==> config.mk <==
export PLATFORM = sky130hd
export DESIGN_NAME = fft_frame_packer
export DESIGN_NICKNAME = d
export VERILOG_FILES = /design/src/rtl/fpk_pkg.sv /design/src/rtl/fpk_decim.sv /design/src/rtl/fpk_status.sv /design/src/rtl/fpk_lane.sv /design/src/rtl/fft_frame_packer.sv
export SDC_FILE = /design/constraint.sdc
export NUM_CORES = 1
export LEC_CHECK = 0
export ABC_AREA = 1
export BUFFER_PORTS_ARGS = -buffer_cell sky130_fd_sc_hd__buf_2
export CORE_MARGIN = 4
export CORE_UTILIZATION = 25
export DETAILED_ROUTE_END_ITERATION = 6
export PLACE_DENSITY = 0.78
export SYNTH_ARGS = -nofsm -noshare
export SYNTH_HDL_FRONTEND = slang
export SYNTH_SLANG_ARGS = --single-unit
==> constraint.sdc <==
create_clock -name clk_i -period 1.36 [get_ports clk_i]
set_input_delay 0.136 -clock clk_i [delete_from_list [all_inputs] [get_ports clk_i]]
set_output_delay 0.136 -clock clk_i [all_outputs]
set_load 0.005 [all_outputs]
==> src/rtl/fpk_pkg.sv <==
package fpk_pkg;
  typedef enum logic {LANE_RE = 1'b0, LANE_IM = 1'b1} lane_e;
endpackage

==> src/rtl/fpk_decim.sv <==
// Frame boundary tracking and alternate-frame selection.
module fpk_decim #(
  parameter int IDX_W     = 16,
  parameter int FRAME_LEN = 4096
) (
  input  logic             clk_i,
  input  logic             rst_ni,
  input  logic             valid_i,
  input  logic [IDX_W-1:0] idx_i,
  output logic             start_o,
  output logic             fwd_o
);
  localparam logic [IDX_W-1:0] IdxLast = IDX_W'(FRAME_LEN - 1);

  logic phase_q;   // 1: next frame is forwarded
  logic in_fwd_q;  // currently inside a forwarded frame
  logic last;

  assign start_o = valid_i && (idx_i == '0);
  assign last    = valid_i && (idx_i == IdxLast);
  assign fwd_o   = start_o ? phase_q : in_fwd_q;

  always_ff @(posedge clk_i or negedge rst_ni) begin
    if (!rst_ni) begin
      phase_q  <= 1'b1;
      in_fwd_q <= 1'b0;
    end else if (start_o) begin
      phase_q  <= ~phase_q;
      in_fwd_q <= phase_q && !last;
    end else if (last) begin
      in_fwd_q <= 1'b0;
    end
  end
endmodule

==> src/rtl/fpk_status.sv <==
// Sticky overflow and per-frame error tracking.
module fpk_status (
  input  logic clk_i,
  input  logic rst_ni,
  input  logic take_i,
  input  logic space_i,
  input  logic start_i,
  input  logic clr_i,
  output logic ovf_o,
  output logic err_o
);
  logic ovf_q, err_q, drop;

  assign drop  = take_i && !space_i;
  assign ovf_o = ovf_q;
  assign err_o = take_i && (start_i ? ovf_q : err_q);

  always_ff @(posedge clk_i or negedge rst_ni) begin
    if (!rst_ni) begin
      ovf_q <= 1'b0;
      err_q <= 1'b0;
    end else begin
      if (drop)       ovf_q <= 1'b1;
      else if (clr_i) ovf_q <= 1'b0;
      if (start_i && take_i) err_q <= ovf_q || drop;
      else if (drop)         err_q <= 1'b1;
    end
  end
endmodule

==> src/rtl/fpk_lane.sv <==
// Packs index with one result component.
module fpk_lane #(
  parameter int IDX_W = 16,
  parameter int DAT_W = 16
) (
  input  logic [IDX_W-1:0]       idx_i,
  input  logic [DAT_W-1:0]       dat_i,
  output logic [IDX_W+DAT_W-1:0] word_o
);
  assign word_o = {idx_i, dat_i};
endmodule

==> src/rtl/fft_frame_packer.sv <==
module fft_frame_packer #(
  parameter int IDX_W     = 16,
  parameter int DAT_W     = 16,
  parameter int FRAME_LEN = 4096,
  localparam int WORD_W   = IDX_W + DAT_W
) (
  input  logic              clk_i,
  input  logic              rst_ni,
  input  logic              in_valid_i,
  input  logic [IDX_W-1:0]  in_idx_i,
  input  logic [DAT_W-1:0]  in_re_i,
  input  logic [DAT_W-1:0]  in_im_i,
  output logic              a_valid_o,
  input  logic              a_ready_i,
  output logic [WORD_W-1:0] a_data_o,
  output logic              b_valid_o,
  input  logic              b_ready_i,
  output logic [WORD_W-1:0] b_data_o,
  output logic              err_o,
  output logic              ovf_o,
  input  logic              ovf_clr_i
);
  import fpk_pkg::*;

  logic start, fwd, take, space, emit;
  logic [DAT_W-1:0]  comp [2];
  logic [WORD_W-1:0] word [2];

  fpk_decim #(.IDX_W(IDX_W), .FRAME_LEN(FRAME_LEN)) u_decim (
    .clk_i, .rst_ni, .valid_i(in_valid_i), .idx_i(in_idx_i),
    .start_o(start), .fwd_o(fwd)
  );

  assign take  = in_valid_i && fwd;
  assign space = a_ready_i && b_ready_i;
  assign emit  = take && space;

  fpk_status u_status (
    .clk_i, .rst_ni, .take_i(take), .space_i(space), .start_i(start),
    .clr_i(ovf_clr_i), .ovf_o(ovf_o), .err_o(err_o)
  );

  assign comp[LANE_RE] = in_re_i;
  assign comp[LANE_IM] = in_im_i;

  for (genvar g = 0; g < 2; g++) begin : g_lane
    fpk_lane #(.IDX_W(IDX_W), .DAT_W(DAT_W)) u_lane (
      .idx_i(in_idx_i), .dat_i(comp[g]), .word_o(word[g])
    );
  end

  assign a_valid_o = emit;
  assign b_valid_o = emit;
  assign a_data_o  = word[LANE_RE];
  assign b_data_o  = word[LANE_IM];
endmodule

[After elaboration in Yosys (flattened, before gate mapping)]
Cells that the tools add are included.
Storage, ports and cells
  flip-flop bits (word level): 4
  bits in read-only memories: 0
  memories: 0
  output and inout port bits: 68
  latch bits: 0
  memory bits (writable): 0
  word-level logic and storage cells: 30
  input port bits: 54
Operators by class
  equal/unequal tests: 1
  $lt $le $gt $ge: 0
  multipliers: 0
  $add $sub $neg: 0
  div/mod/pow operators: 0
  mux-type cells: 8
  shifts and indexed selects: 0
  bitwise operators: 1
  reductions and logical operators: 16
Operators with widths (count)
  16-bit by 12-bit equality test with 1-bit output (second input constant): 1
  16-bit zero test: 1
  1-bit logical AND: 9
  1-bit two-way mux: 8
  2-bit nonzero test: 3
  1-bit zero test: 2
  1-bit logical OR: 1
  1-bit inverter: 1

[Depth between registers and ports, before layout]
  depth in word-level cells: 7
  mapped depth: 10

[By module]
Synthesis repeated with hierarchy kept, for this count alone.
Unflattened totals
  cell total of the unflattened synthesis: 128
  area, all modules: 853.3 µm²
By module, submodules not included
  fpk_lane: cells an instance 32, area each 240.2 µm², times used 2
  fpk_decim: cells an instance 46, area each 251.5 µm², times used 1
  fpk_status: cells an instance 12, area each 95.1 µm², times used 1
  fft_frame_packer: cells an instance 6, area each 26.3 µm², times used 1

[Least setup slack after synthesis]
OpenSTA, ideal clock, no wires.
  path type: reg2out
  start: reg u_decim.phase_q
  end: out b_valid_o
  stages on the path, launching flop included: 6
  data arrival time: 1.068 ns
  slack: 0.156 ns
  path through: dfstp_2 > nand4_2 > nand2_2 > nand2_2 > nor2_1 > buf_4
On the way
  longest elaborated chain between the ends: 3
Ends and longest elaborated chain
  start: declaration: line fpk_decim.sv:15  | logic phase_q;
  start signal: assignment: line fpk_decim.sv:28  | phase_q <= ~phase_q;
  1-bit two-way mux: line fpk_decim.sv:21  | assign fwd_o = start_o ? phase_q : in_fwd_q;
  1-bit logical AND: line fft_frame_packer.sv:34  | assign take = in_valid_i && fwd;
  1-bit logical AND: line fft_frame_packer.sv:36  | assign emit = take && space;
  end: declaration: line fft_frame_packer.sv:16  | output logic b_valid_o,
No other way between the ends.

[Final worst setup path]
  start: reg u_decim.phase_q
  end: out err_o
On the way
  longest elaborated chain between the ends: 3
Ends and longest elaborated chain
  1-bit two-way mux: line fpk_decim.sv:21
  1-bit logical AND: line fft_frame_packer.sv:34
  1-bit logical AND: line fpk_status.sv:16  | assign err_o = take_i && (start_i ? ovf_q : err_q);
  end: declaration: line fft_frame_packer.sv:19  | output logic err_o,
No other way between the ends.

==> results.tsv <==
metric	value	unit
area_growth	-8.98	%
cts_sinks	4	
n_fill_cell	379	
synth_commonest_cells	65 x buf_4, 13 x nand2_1, 9 x nor2_1	
cts_tree	yes	
synth-xor-area-share	0.00952	
nets	180	
async_flop_share	1.00	
synth_warnings	0	
finalHoldViolations	0	
place_ws	0.0791	ns
setup_ws	0.0123	ns
synthesis.area	920	sq um
drive_gt1_frac	0.656	
critPathMaxFanout	3	
route.vias.total	641	
place_area	763	sq um
post-route-period-util	0.991	
yosys.area.top_type	buf_4	
startpoint_type	flop	
antenna-diode-count	0	
tritoncts.num_buffers	3	
synthCells	128	
grt_max_degree	9	
synth_top_family_by_area	buffers and inverters	
grt_pass1_vias	575	
coreArea	3440	sq um
maxCapViolCount	0	
power	0.520	mW
hp-class	input port to flop	
ioPinCount	122	
clockRootBuffer	clkbuf_8	
ys_ff_latch	4	
synth_compound_area_frac	0.0150	
tightest_slew	0.212	ns
ant_nets	0	
crit_required	1.22	ns
ys_types	20	
period_needed	1.35	ns
rsz0062_at_grt	yes	
synthMuxAreaShare	0	
drt-wirelength-per-cell	9.60	um
relSlewSlack	0.858	
grt_use_total	0.0657	
drt_iter0_drc	2	
start_util	0.267	
avgViaCountPerCell	3.75	
gp_congestion	0.657	
path_clk_slew	0.03	ns
status	finished clean	
seq_area_frac_synth	0.110	
synth_ff_type	dfrtp_1	
synthDominantCellAreaShare	0.531	
slew_violations	0	
drt-total-wl	1.64	mm
syn-num-nets	182	
fp-row-count	21	
dr.pass1.iters	2	
cp.arrival	1.21	ns
ir_worst_vdd	0.000219	V
yosys.area_share.simple	0.294	
finalSetupViolations	0	
stdcell_area	837	sq um
clk_latency	0.22	ns
synthAdderAreaFrac	0	
skew	0.00399	ns
avgSynthCellArea	7.18	sq um
p_leak	0.448	nW
criticalPathCategory	flop to primary output	
drc_errors	0	
io_buffers	57	
chipHeight	68.7	um
dp_hpwl	1.44	mm
fmax	742	MHz
antenna_found_initial	0	
synthMostInstantiatedCell	buf_4	
die_area	4710	sq um
synth_edf_count	0	
cp-end-kind	primary output	
grt_pass1_wl	2.26	mm
floorplan.die.width	68.7	um
grt_overflow	0	
tns	0	ns
htree_num_levels	1	
synthTopCellsByArea	buf_4 53%, dfrtp_1 8.2%, nand2_1 5.3%	
power_density	622	nW/um^2
cts_buffer_depth	2	
## critical path: stages, from the launching register on
cell	delay, ns
dfstp_2	0.54
nand4_4	0.08
nand2_2	0.10
nand2_2	0.06
a21oi_2	0.10
buf_2	0.11
## through the flow
stage          cells   util  hold slack (ns)
6_report         171  0.243            0.153
5_1_grt          171  0.243            0.163
3_5_place_dp     165  0.222          -0.0551
3_3_place_gp     165  0.222          -0.0600
4_1_cts          171  0.243            0.151
2_1_floorplan    128      -           -0.160
## metal layers
metal	global-route usage	vias up	wire length, um
met3	0.0243	2	269
li1	-	327	-
met5	0	-	0
met2	0.128	36	832
met4	0.0372	0	4
met1	0.0563	276	536
## flip-flops by register name, indices dropped and copies added (netlist names)
register and count:
u_status.ovf_o 1, u_decim.phase_q 1, u_decim.in_fwd_q 1, u_status.err_q 1
## power by group
part,internal [mW],switching [mW]
sequential,0.120,0.0000208
combinational,0.0657,0.0729
clock,0.200,0.0615
total,0.386,0.134
## worst paths after layout
path,start,endpoint,slack (ns),cells past startpoint
hold / removal,ovf_clr_i,u_status.ovf_o,0.15,4
setup / recovery,u_decim.phase_q,err_o,0.01,5
hold reg to reg,u_status.err_q,u_status.err_q,0.47,2
min in group asynchronous,rst_ni,u_status.ovf_o,0.25,2
max in group asynchronous,rst_ni,u_decim.phase_q,0.90,2
setup reg to reg,u_decim.phase_q,u_status.err_q,0.38,4
## what timing repair did
action,4_1_cts,5_1_grt
hold buffers,1,0
endpoints found under the hold margin,4,0
resized for setup,2,0
setup endpoints to repair,3,3
buffers inserted,1,0
pin swaps,2,0
## cells by family (layout without fill, tap and decap cells)
kind of cell              count (synthesis)  after routing
AOI/OAI and AO/OA                         2              2
and+or+nand+nor                          48             48
buffers and inverters                    73             70
xor gates and xnor gates                  1              1
DFF                                       4              4
## placed cells by master (no fill, tap or decap), drive strengths merged
cell type / count
nor2: 17
clkbuf: 4
nand2: 19
nand3: 5
dfstp: 1
buf: 58
nor3: 1
dlygate4sd3: 1
dfrtp: 3
inv: 7
nand4: 5
xnor2: 1
a21oi: 2
nand3b: 1
## area by class of cell
type	count	area (sq um)	share of cell area
inverter	7	26.3	0.0314
timing repair buffer	59	303	0.362
tap	46	57.6	0.0688
multi-input combinational	51	304	0.363
clock buffer	4	45.0	0.0538
sequential	4	101	0.121
(Power assumes the default switching activity.)
